--- src/rtl/instr_status_pkg.sv ---
// Package: bit positions and masks shared by the status reporting block.
// Assumes an 8-bit register width; positions are fixed because the
// controller software decodes them.
package instr_status_pkg;
    localparam int SB_W = 8;

    // event register bit positions
    localparam int EV_OPC = 0;
    localparam int EV_QYE = 2;
    localparam int EV_DDE = 3;
    localparam int EV_EXE = 4;
    localparam int EV_CME = 5;

    // status byte bit positions
    localparam int SB_CHAN = 2;
    localparam int SB_QUES = 3;
    localparam int SB_MAV  = 4;
    localparam int SB_ESB  = 5;
    localparam int SB_SRQ  = 6;

    // implemented bits
    localparam logic [SB_W-1:0] EV_USED_MASK =
        (SB_W'(1) << EV_OPC) | (SB_W'(1) << EV_QYE) | (SB_W'(1) << EV_DDE) |
        (SB_W'(1) << EV_EXE) | (SB_W'(1) << EV_CME);
    localparam logic [SB_W-1:0] SRE_USED_MASK = (SB_W'(1) << SB_SRQ) - SB_W'(1);
endpackage

--- src/rtl/std_event_reg.sv ---
// Module: sticky standard event register with its enable mask and summary.
// Assumes event inputs are single-cycle pulses; set has priority over clear.
module std_event_reg
    import instr_status_pkg::*;
(
    input  logic            clk,
    input  logic            rst_n,
    input  logic [SB_W-1:0] evt_set_i,
    input  logic            rd_i,
    input  logic            clear_all_i,
    input  logic            ese_wr_i,
    input  logic [SB_W-1:0] ese_wdata_i,
    output logic [SB_W-1:0] esr_o,
    output logic            esb_o
);
    logic [SB_W-1:0] esr_q;
    logic [SB_W-1:0] ese_q;
    logic [SB_W-1:0] evt_used;
    logic            clr_now;

    // Only implemented positions are ever set.
    assign evt_used = evt_set_i & EV_USED_MASK;
    assign clr_now  = rd_i | clear_all_i;

    // Event register: clear on read or clear-all, new pulses always land.
    always_ff @(posedge clk) begin
        if (!rst_n) begin
            esr_q <= '0;
        end else begin
            esr_q <= (clr_now ? '0 : esr_q) | evt_used;
        end
    end

    // Event enable mask: written by strobe, untouched by clear-all.
    always_ff @(posedge clk) begin
        if (!rst_n) begin
            ese_q <= '0;
        end else if (ese_wr_i) begin
            ese_q <= ese_wdata_i & EV_USED_MASK;
        end
    end

    assign esr_o = esr_q;
    assign esb_o = |(esr_q & ese_q);

    // every pulsed implemented bit is present after the edge
    assert_pulse_sets_R2: assert property (@(posedge clk) disable iff (!rst_n)
        1'b1 |=> ((($past(evt_set_i) & EV_USED_MASK) & ~esr_q) == '0));

    // a clearing strobe without pulses leaves the register empty
    assert_read_clears_R3: assert property (@(posedge clk) disable iff (!rst_n)
        (clr_now && (evt_set_i == '0)) |=> (esr_q == '0));

    // unassigned event inputs never reach the register
    assert_unused_ignored_R4: assert property (@(posedge clk) disable iff (!rst_n)
        (!clr_now && ((evt_set_i & EV_USED_MASK) == '0)) |=> $stable(esr_q));

    // clear-all alone keeps the enable mask
    assert_mask_kept_R9: assert property (@(posedge clk) disable iff (!rst_n)
        (clear_all_i && !ese_wr_i) |=> $stable(ese_q));
endmodule

--- src/rtl/status_byte_unit.sv ---
// Module: assembles the status byte, the service-request mask, the master
// summary and the latched request-service flag.
// Assumes summary inputs are levels; the flag latches on a master-summary rise.
module status_byte_unit
    import instr_status_pkg::*;
(
    input  logic            clk,
    input  logic            rst_n,
    input  logic            chan_i,
    input  logic            ques_i,
    input  logic            mav_i,
    input  logic            esb_i,
    input  logic            poll_i,
    input  logic            clear_all_i,
    input  logic            sre_wr_i,
    input  logic [SB_W-1:0] sre_wdata_i,
    output logic [SB_W-1:0] query_o,
    output logic [SB_W-1:0] poll_o,
    output logic            rqs_o
);
    logic [SB_W-1:0] base;
    logic [SB_W-1:0] sre_q;
    logic            mss;
    logic            mss_q;
    logic            rqs_q;
    logic            mss_rise;

    // Status byte bits below bit 6 from live summaries.
    always_comb begin
        base          = '0;
        base[SB_CHAN] = chan_i;
        base[SB_QUES] = ques_i;
        base[SB_MAV]  = mav_i;
        base[SB_ESB]  = esb_i;
    end

    assign mss      = |(base & sre_q);
    assign mss_rise = mss & ~mss_q;

    // Service-request enable mask: bits 6 and up discarded on write.
    always_ff @(posedge clk) begin
        if (!rst_n) begin
            sre_q <= '0;
        end else if (sre_wr_i) begin
            sre_q <= sre_wdata_i & SRE_USED_MASK;
        end
    end

    // Previous master summary for edge detection.
    always_ff @(posedge clk) begin
        if (!rst_n) begin
            mss_q <= 1'b0;
        end else begin
            mss_q <= mss;
        end
    end

    // Request flag: set on rise (wins), cleared by poll or clear-all.
    always_ff @(posedge clk) begin
        if (!rst_n) begin
            rqs_q <= 1'b0;
        end else if (mss_rise) begin
            rqs_q <= 1'b1;
        end else if (poll_i || clear_all_i) begin
            rqs_q <= 1'b0;
        end
    end

    // Output bytes differ only in bit 6.
    always_comb begin
        query_o         = base;
        query_o[SB_SRQ] = mss;
        poll_o          = base;
        poll_o[SB_SRQ]  = rqs_q;
    end

    assign rqs_o = rqs_q;

    // rising master summary latches the flag one edge later
    assert_rise_latches_R8: assert property (@(posedge clk) disable iff (!rst_n)
        (mss && !mss_q) |=> rqs_q);

    // the flag only ever becomes set after a master-summary rise
    assert_flag_cause_R8: assert property (@(posedge clk) disable iff (!rst_n)
        (!rqs_q && !(mss && !mss_q)) |=> !rqs_q);

    // poll without a coincident rise drops the flag
    assert_poll_clears_R7: assert property (@(posedge clk) disable iff (!rst_n)
        (poll_i && !(mss && !mss_q)) |=> !rqs_q);

    // clear-all alone keeps the service-request mask
    assert_sre_kept_R9: assert property (@(posedge clk) disable iff (!rst_n)
        (clear_all_i && !sre_wr_i) |=> $stable(sre_q));

    // unassigned status positions stay zero
    assert_unused_zero_R4: assert property (@(posedge clk) disable iff (!rst_n)
        (query_o[1:0] == 2'b00) && (poll_o[SB_W-1] == 1'b0));
endmodule

--- src/rtl/instr_status_top.sv ---
// Module: top of the status reporting register set; wires the event register
// summary into the status byte unit.
// Assumes strobes are single-cycle and synchronous to clk.
module instr_status_top
    import instr_status_pkg::*;
(
    input  logic            clk,
    input  logic            rst_n,
    input  logic [SB_W-1:0] evt_set_i,
    input  logic            chan_sum_i,
    input  logic            ques_sum_i,
    input  logic            queue_nonempty_i,
    input  logic            ese_wr_i,
    input  logic [SB_W-1:0] ese_wdata_i,
    input  logic            sre_wr_i,
    input  logic [SB_W-1:0] sre_wdata_i,
    input  logic            esr_rd_i,
    input  logic            clear_all_i,
    input  logic            poll_i,
    output logic [SB_W-1:0] esr_rdata_o,
    output logic [SB_W-1:0] stb_query_o,
    output logic [SB_W-1:0] stb_poll_o,
    output logic            srq_o
);
    logic esb;

    // sticky event register and its summary
    std_event_reg u_evt (
        .clk         (clk),
        .rst_n       (rst_n),
        .evt_set_i   (evt_set_i),
        .rd_i        (esr_rd_i),
        .clear_all_i (clear_all_i),
        .ese_wr_i    (ese_wr_i),
        .ese_wdata_i (ese_wdata_i),
        .esr_o       (esr_rdata_o),
        .esb_o       (esb)
    );

    // status byte, master summary and request flag
    status_byte_unit u_stb (
        .clk         (clk),
        .rst_n       (rst_n),
        .chan_i      (chan_sum_i),
        .ques_i      (ques_sum_i),
        .mav_i       (queue_nonempty_i),
        .esb_i       (esb),
        .poll_i      (poll_i),
        .clear_all_i (clear_all_i),
        .sre_wr_i    (sre_wr_i),
        .sre_wdata_i (sre_wdata_i),
        .query_o     (stb_query_o),
        .poll_o      (stb_poll_o),
        .rqs_o       (srq_o)
    );
endmodule

--- config.mk ---
export PLATFORM = sky130hd
export DESIGN_NAME = instr_status_top
export DESIGN_NICKNAME = d
export VERILOG_FILES = /design/src/rtl/instr_status_pkg.sv /design/src/rtl/std_event_reg.sv /design/src/rtl/status_byte_unit.sv /design/src/rtl/instr_status_top.sv
export SDC_FILE = /design/constraint.sdc
export NUM_CORES = 1
export LEC_CHECK = 0
export BUFFER_PORTS_ARGS = -buffer_cell sky130_fd_sc_hd__buf_2
export CAP_MARGIN = 20
export CORE_MARGIN = 8
export CORE_UTILIZATION = 38
export DETAILED_ROUTE_END_ITERATION = 12
export PLACE_DENSITY = 0.77
export SLEW_MARGIN = 10
export SYNTH_ARGS = -nofsm -noshare
export SYNTH_HDL_FRONTEND = slang
export SYNTH_SLANG_ARGS = --single-unit
--- constraint.sdc ---
create_clock -name clk -period 1.25 [get_ports clk]
set_input_delay 0.0625 -clock clk [delete_from_list [all_inputs] [get_ports clk]]
set_output_delay 0.0625 -clock clk [all_outputs]
set_load 0.01 [all_outputs]
## Word-level counts from Yosys, hierarchy flattened

Index checks and enable logic that the tools add are counted.
Widths: inputs -> output; s select.

| word-level totals | value |
|---|---|
| flip-flop bits (word level) | 21 |
| bits of input ports | 34 |
| output and inout port bits | 25 |
| word-level logic and storage cells | 18 |

| cells by class | value |
|---|---|
| mux-type cells | 3 |
| bitwise gates (word level) | 6 |
| reduce and logical (&&, ||, !) cells | 4 |

Operator list:

| kind | number |
|---|---|
| $reduce_or 8->1 | 2 |
| $and 8x6->8 | 1 |
| $mux 8 | 1 |
| $or 8x6->8 | 1 |
| $and 6x6->6 | 1 |
| $mux 1 | 2 |
| $reduce_bool 2->1 | 1 |
| $and 1x1->1 | 1 |
| $logic_or 1x1->1 | 1 |
| $not 1->1 | 1 |
| $or 1x1->1 | 1 |

## Longest topological paths before layout

Gate-level depths: netlist (run 1).

| logic depth | value |
|---|---|
| word-level depth | 6 |
| mapped depth | 4 |
| gate-level depth less buffers | 3 |

## By module

From an unflattened synthesis (run 1), not the netlist that was laid out.

| second synthesis, totals | value |
|---|---|
| cells, all modules | 78 |
| area, all modules | 785.8 µm² |

Modules (own cells, without submodules):

| module | instances | cells each | area each (µm²) | seq. area each (µm²) |
|---|---|---|---|---|
| std_event_reg | 1 | 39 | 416.6 | 200.2 |
| status_byte_unit | 1 | 39 | 369.1 | 120.1 |

## Least setup slack after synthesis (run 1)

OpenSTA, ideal clock, no wires.

| timing | value |
|---|---|
| path type | register to output |
| start point | register u_evt.esr_q[3] (netlist: u_evt.esr_o[3]) |
| end point | output stb_query_o[6] |
| data arrival time | 1,146 ps |
| data required time | 1,188 ps |
| slack | 41 ps |
| cell stages (with the launch flop) | 5 |
| path buffers | 1 |
| cell sequence | dfxtp_1 a222oi_1 a21bo_2 nand2_1 buf_4 |

| between the ends | value |
|---|---|
| word-level cells in the longest chain between the ends | 4 |

RTL lines:

| element | RTL line | RTL |
|---|---|---|
| start: declaration | std_event_reg.sv:16 | `logic [SB_W-1:0] esr_q;` |
| start signal: assignment | std_event_reg.sv:30 | `esr_q <= (clr_now ? '0 : esr_q) \| evt_used;` |
| $and 8x6->8 | std_event_reg.sv:44 | `assign esb_o = \|(esr_q & ese_q);` |
| $reduce_or 8->1 | std_event_reg.sv:44 |  |
| $and 6x6->6 | status_byte_unit.sv:37 | `assign mss = \|(base & sre_q);` |
| $reduce_or 8->1 | status_byte_unit.sv:37 |  |
| end: declaration | instr_status_top.sv:21 | `output logic [SB_W-1:0] stb_query_o,` |

No other way between the ends.

## Worst setup path in the final report (run 1)

Same ends and word-level chain as after synthesis.

==> results of run 1 <==
worst paths after layout:
path / to / slack [ns] / cells after the start
min: u_evt.esr_o[5] / 0.007 / 3
min reg2reg: u_evt.ese_q[0] / 0.53 / 2
max reg2reg: u_stb.rqs_o / -0.05 / 5
max: stb_query_o[6] / -0.27 / 5
sequential cells by signal, indices dropped and copies added (netlist names):
name,count
u_stb.mss_q,1
u_stb.sre_q,4
u_stb.rqs_o,1
u_evt.ese_q,5
u_evt.esr_o,5
worst register-to-register path, cell delays in order (launching register included):
cell and delay [ns]:
dfxtp_2 0.33, a222oi_1 0.34, buf_4 0.17, buf_4 0.10
a21oi_1 0.05, or2_1 0.20
power by group:
group | switching, mW | leakage, nW | internal, mW | total [mW]
Sequential | 0.0192 | 0.133 | 0.542 | 0.561
Combinational | 0.0972 | 0.334 | 0.0987 | 0.196
Clock | 0.158 | 0.0210 | 0.177 | 0.335
Total | 0.274 | 0.488 | 0.818 | 1.09
stage by stage:
stage                     util (%)  power (mW)  hold slack [ns]  cell area, um^2
after global routing          49.1        1.15         0.000667              953
after detailed placement      45.9       0.761            0.302              891
after floorplan                  -       0.722            0.191              808
after global placement        45.9       0.755            0.288              891
after CTS                     48.6        1.10          0.00581              945
final                         49.1        1.09          0.00710              953
cell families (layout without fill, tap and decap cells):
family / Yosys count / count (layout) / synth area share (%)
and+or+nand+nor: 21 / 21 / 16.7
buffers and inverters: 22 / 47 / 19.8
muxes: 9 / 9 / 11.6
DFF: 16 / 16 / 41.2
other: 1 / 9 / 0.482
AOI/OAI and AO/OA: 12 / 12 / 10.3
synthesized netlist by cell type (2+ instances only):
cell / count
a21oi_1: 6
a222oi_1: 2
buf_4: 19
clkbuf_1: 3
dfxtp_1: 16
mux2i_1: 9
nand2_1: 2
nor2b_1: 14
layer usage:
layer,share of wire [%],global-route usage [%],vias to the layer above
met3,16,6.05,0
met2,48,16.3,34
met5,0,0,-
met4,0,0,0
li1,-,-,310
met1,36,9.06,271
final cells by class:
class | count | share of cell area [%]
clock buffer | 4 | 3.81
sequential | 16 | 33.7
multi-input combinational | 51 | 35.0
timing repair buffer | 43 | 23.9
tap | 27 | 3.54
timing repair:
item,4_1_cts,5_1_grt
gates resized for setup,0,1
setup buffers,1,1
hold buffers,1,0
pin swaps,1,2
setup endpoints to repair,3,4
hold endpoints to repair,1,0
==> results_tabular.tex, run 1 <==
\begin{tabular}{lr}
\hline
Metric & Value \\
\hline
\multicolumn{2}{l}{\textbf{Status}} \\
\quad Result of the run & finished with violations \\
\quad Failing checks & setup timing \\
\multicolumn{2}{l}{\textbf{Place}} \\
\quad Port Buffer Count & 39 \\
\quad Final RePlAce weighted congestion & 0.699 \\
\quad Post-Place Cells & 134 \\
\quad Worst setup slack after placement & 0.0278 ns \\
\multicolumn{2}{l}{\textbf{Global routing}} \\
\quad First-pass GRT wire length & 2.59 mm \\
\quad Maximum number of pins on one net before global-route repair & 19 \\
\quad Number of antenna violations at the first check in global routing & 0 \\
\quad Remaining global-route overflow & 0 \\
\quad Number of global-route vias before repair & 606 \\
\quad Overall Global Routing Usage & 9.09\% \\
\multicolumn{2}{l}{\textbf{Timing}} \\
\quad Max Freq & 0.659 GHz \\
\quad Period Utilization, post-route & 121\% \\
\quad Unrepaired setup endpoints after global routing & yes \\
\quad Final setup viols & 4 \\
\quad Setup Total Neg Slack & -0.786 ns \\
\quad Max-slew violations & 0 \\
\quad Shortest clock period the worst path allows after layout & 1.52 ns \\
\quad Number of hold violations in the final report & 0 \\
\quad Worst clock skew & 0.000888 ns \\
\quad Final worst slack & -0.268 ns \\
\multicolumn{2}{l}{\textbf{Drt}} \\
\quad Initial detailed-routing violation count & 7 \\
\quad Routed via count & 615 \\
\quad Average routed wire per standard cell & 12.3 um \\
\quad Post-route antenna net violation count & 0 \\
\quad Routed Wire Length & 1.74 mm \\
\quad Residual DRC & 0 \\
\quad First-pass iteration count of the detailed router & 4 \\
\quad Via/cell ratio & 4.36 \\
\multicolumn{2}{l}{\textbf{Synth}} \\
\quad Number of enable-type register cells in the synthesized netlist & 0 \\
\quad Cell area after synthesis & 778 um\^{}2 \\
\quad Flops \& latches, synth & 16 \\
\quad Post-Syn Instances & 81 \\
\quad Post-synthesis sequential area ratio & 41.2\% \\
\quad Post-synth ARST share & 0\% \\
\quad Synthesized area divided by synthesized cell count & 9.61 um\^{}2 \\
\quad Dominant synthesized flop cell & dfxtp\_1 \\
\quad Yosys warns & 0 \\
\quad Top cells by area in the synthesized netlist & dfxtp\_1, buf\_4, mux2i\_1, nor2b\_1, a21oi\_1 \\
\quad Post-synth top area cell & dfxtp\_1 \\
\quad Area share of the largest cell type after synthesis & 41.2\% \\
\quad Number of different library cells in the post-synthesis netlist & 18 \\
\multicolumn{2}{l}{\textbf{Die}} \\
\quad Top-level port count & 59 \\
\quad Row cnt & 16 \\
\quad Initial Util & 40.1\% \\
\quad Die area & 3750 um\^{}2 \\
\quad Core Box Area & 1940 um\^{}2 \\
\quad Vertical die dimension & 61.3 um \\
\quad Die width & 61.3 um \\
\multicolumn{2}{l}{\textbf{Worst hold path}} \\
\quad Worst hold path class & in -> reg \\
\quad Beginning of the worst hold path & evt\_set\_i[5] \\
\multicolumn{2}{l}{\textbf{CTS}} \\
\quad CTS tree & built \\
\quad Maximum clock path buffer count & 2 \\
\quad Clock tree root driver cell & clkbuf\_4 \\
\quad H-tree level count & 1 \\
\quad Clock Sink Count & 16 \\
\quad Clock latency at the later pin of the worst-skew pair & 0.28 ns \\
\quad Clock transition at path regs & 0.09 ns \\
\quad TritonCTS Buffers & 3 \\
\multicolumn{2}{l}{\textbf{Power}} \\
\quad PwrDens & 1150 nW/um\^{}2 \\
\quad Worst voltage drop across the vdd grid & 1100 uV \\
\quad Pleak & 0.488 nW \\
\multicolumn{2}{l}{\textbf{Critical path}} \\
\quad Startpoint of the most critical register-to-register path & u\_evt.esr\_o[3] \\
\quad Worst setup path startpoint & u\_evt.esr\_o[3] \\
\quad Slowest-stage cell, CP & a222oi\_1 \\
\quad CP endpoint kind & output pin \\
\quad Biggest cell delay along the critical path & 0.34 ns \\
\quad Count of buffer and inverter cells on the critical path & 2 \\
\quad Critical Setup Path Class & reg -> out \\
\quad Type of origin of the critical path & flip-flop \\
\quad Worst EP required & 1.19 ns \\
\quad Gate family responsible for the most delay along the worst path & compound AO/OA/AOI/OAI gates \\
\quad Max FO, Critical Path & 2 \\
\quad Data arrival time of the critical path & 1.46 ns \\
\quad Ordered cell list for the critical path & a222oi\_1 -> buf\_4 -> a21bo\_2 -> nand2\_1 -> buf\_2 \\
\multicolumn{2}{l}{\textbf{Layout}} \\
\quad Layout overhead on the synthesized area & 22.5\% \\
\quad Number of cells in the finished layout apart from fillers & 141 \\
\quad Fill cell instance count of the final layout & 186 \\
\quad Number of inserted diodes & 0 \\
\quad Area taken by flip-flops and latches & 322 um\^{}2 \\
\quad Layout net count & 149 \\
\quad Most frequent standard cell in the layout excluding fill and tap cells & buf\_2 \\
\quad Share of final-layout standard cells stronger than drive strength 1 & 42.1\% \\
\quad Top library cells by usage in the layout, fill and taps aside & buf\_2, dfxtp\_1, nor2b\_1 \\
\quad Area of the multi-input gates & 334 um\^{}2 \\
\multicolumn{2}{l}{\textbf{Job}} \\
\quad MaxCap Viol Count & 0 \\
\hline
\end{tabular}
No activity file was read; power rests on OpenSTA's default activity.
==> run 2, diff against run 1 <==
Settings changed: CORE_MARGIN 8 to unset.
==> results_tabular.tex, run 2 (same netlist as run 1, synthesis figures left out) <==
\begin{tabular}{lr}
\hline
Metric & Value \\
\hline
\multicolumn{2}{l}{\textbf{Status}} \\
\quad Result of the run & finished with violations \\
\quad Failing checks & setup timing \\
\multicolumn{2}{l}{\textbf{Global routing}} \\
\quad First-pass GRT wire length & 2.10 mm \\
\quad Overall Global Routing Usage & 13.6\% \\
\quad Number of antenna violations at the first check in global routing & 0 \\
\quad Maximum number of pins on one net before global-route repair & 19 \\
\quad Number of global-route vias before repair & 502 \\
\quad Remaining global-route overflow & 0 \\
\multicolumn{2}{l}{\textbf{CTS}} \\
\quad Clock latency at the later pin of the worst-skew pair & 0.27 ns \\
\quad Clock transition at path regs & 0.09 ns \\
\quad Maximum clock path buffer count & 2 \\
\quad TritonCTS Buffers & 3 \\
\quad Clock Sink Count & 16 \\
\quad H-tree level count & 1 \\
\quad CTS tree & built \\
\quad Cts hold-fix bufs & 0 \\
\quad Clock tree root driver cell & clkbuf\_4 \\
\multicolumn{2}{l}{\textbf{Die}} \\
\quad Die area & 2230 um\^{}2 \\
\quad Core Box Area & 1940 um\^{}2 \\
\quad Top-level port count & 59 \\
\quad Die width & 47.3 um \\
\quad Initial Util & 40.1\% \\
\quad Row cnt & 16 \\
\quad Vertical die dimension & 47.3 um \\
\multicolumn{2}{l}{\textbf{Critical path}} \\
\quad Type of origin of the critical path & flip-flop \\
\quad Critical Setup Path Class & reg -> out \\
\quad CP endpoint kind & output pin \\
\quad Max FO, Critical Path & 3 \\
\quad Worst EP required & 1.19 ns \\
\quad Data arrival time of the critical path & 1.41 ns \\
\multicolumn{2}{l}{\textbf{Layout}} \\
\quad Area of the multi-input gates & 345 um\^{}2 \\
\quad Share of final-layout standard cells stronger than drive strength 1 & 44.2\% \\
\quad Area taken by flip-flops and latches & 322 um\^{}2 \\
\quad Fill cell instance count of the final layout & 202 \\
\quad Most frequent standard cell in the layout excluding fill and tap cells & buf\_2 \\
\quad Number of inserted diodes & 0 \\
\quad Layout overhead on the synthesized area & 24.0\% \\
\quad Top library cells by usage in the layout, fill and taps aside & buf\_2, dfxtp\_1, nor2b\_1 \\
\quad Layout net count & 148 \\
\quad Post-route core utilization & 49.7\% \\
\quad Number of cells in the finished layout apart from fillers & 140 \\
\multicolumn{2}{l}{\textbf{Place}} \\
\quad Port Buffer Count & 39 \\
\quad Final RePlAce weighted congestion & 0.683 \\
\quad Post-Place Cells & 134 \\
\quad Worst setup slack after placement & 0.00657 ns \\
\multicolumn{2}{l}{\textbf{Drt}} \\
\quad Initial detailed-routing violation count & 4 \\
\quad First-pass iteration count of the detailed router & 4 \\
\quad Post-route antenna net violation count & 0 \\
\quad Routed via count & 615 \\
\quad Via/cell ratio & 4.39 \\
\quad Residual DRC & 0 \\
\quad Routed Wire Length & 1.48 mm \\
\quad Average routed wire per standard cell & 10.6 um \\
\multicolumn{2}{l}{\textbf{Worst hold path}} \\
\quad Worst hold path class & in -> reg \\
\multicolumn{2}{l}{\textbf{Timing}} \\
\quad Final worst slack & -0.225 ns \\
\quad Number of hold violations in the final report & 0 \\
\quad Shortest clock period the worst path allows after layout & 1.48 ns \\
\quad Period Utilization, post-route & 118\% \\
\quad Max Freq & 0.678 GHz \\
\quad Final setup viols & 4 \\
\quad Max-slew violations & 0 \\
\quad Worst hold slack & 0.00805 ns \\
\quad Unrepaired setup endpoints after global routing & yes \\
\quad Worst clock skew & 0.00406 ns \\
\multicolumn{2}{l}{\textbf{Power}} \\
\quad Worst voltage drop across the vdd grid & 626 uV \\
\quad PwrDens & 1130 nW/um\^{}2 \\
\quad Int Pwr & 0.825 mW \\
\quad Reg power frac & 51.5\% \\
\quad Logic gate share of total power & 18.7\% \\
\quad Portion of total power attributed to the clock network & 29.8\% \\
\quad Net Sw Power & 0.268 mW \\
\quad Pleak & 0.487 nW \\
\quad Post-layout total power & 1.09 mW \\
\quad Switching share of power & 24.5\% \\
\multicolumn{2}{l}{\textbf{Job}} \\
\quad MaxCap Viol Count & 0 \\
\hline
\end{tabular}
run 2: cell types whose count changed in the layout (fill, tap and decap cells not counted):
cell           change
buf_2              -1
a21bo_2            -1
buf_6              +2
a21bo_4            +1
dlygate4sd3_1      -1
nand2_1            -2
nand2_2            +2
buf_4              -1
run 2: power groups by stage:
stage	logic (mW)	registers, mW	clock network, mW
detailed placement	0.187	0.575	0
global route	0.225	0.568	0.367
floorplan	0.148	0.575	0
CTS	0.190	0.563	0.332
finish	0.204	0.564	0.326
global placement	0.181	0.571	0
run 2: critical path, stage by stage, from the launching register on:
cell	delay, ns
dfxtp_2	0.34
a222oi_1	0.34
buf_4	0.18
a21bo_4	0.12
nand2_2	0.05
buf_6	0.11
run 2: routing by layer:
| metal | GRT usage, % | up-vias | wire (um) |
|---|---|---|---|
| met2 | 24.7 | 28 | 766 |
| met3 | 2.31 | 2 | 81 |
| li1 | - | 306 | - |
| met4 | 5.14 | 0 | 14 |
| met5 | 0 | - | 0 |
| met1 | 15.8 | 279 | 617 |
run 2: layout make-up:
type / count / area share (%)
multi-input combinational: 51 / 35.8
sequential: 16 / 33.3
timing repair buffer: 42 / 23.6
clock buffer: 4 / 3.76
tap: 27 / 3.50
run 2: worst paths after layout:
path                                      from        endpoint  slack (ns)  cells after the start
worst max-delay path            u_evt.esr_o[3]  stb_query_o[6]       -0.23                      5
worst min-delay path              evt_set_i[5]  u_evt.esr_o[5]       0.008                      3
worst max register to register  u_evt.esr_o[3]     u_stb.rqs_o       -0.05                      5
worst min register to register  u_evt.esr_o[3]  u_evt.esr_o[3]        0.53                      2
run 2: metrics by stage:
step                cell area (um^2)  TNS, ns
global route                     965    -1.15
CTS                              936   -0.817
global placement                 891        0
floorplan                        808        0
finish                           965   -0.710
detailed placement               891        0
run 2: timing repair:
action                     CTS  global route
gates resized for setup      1             5
pin swaps                    1             5
buffers inserted             1             1
setup endpoints to repair    4             5
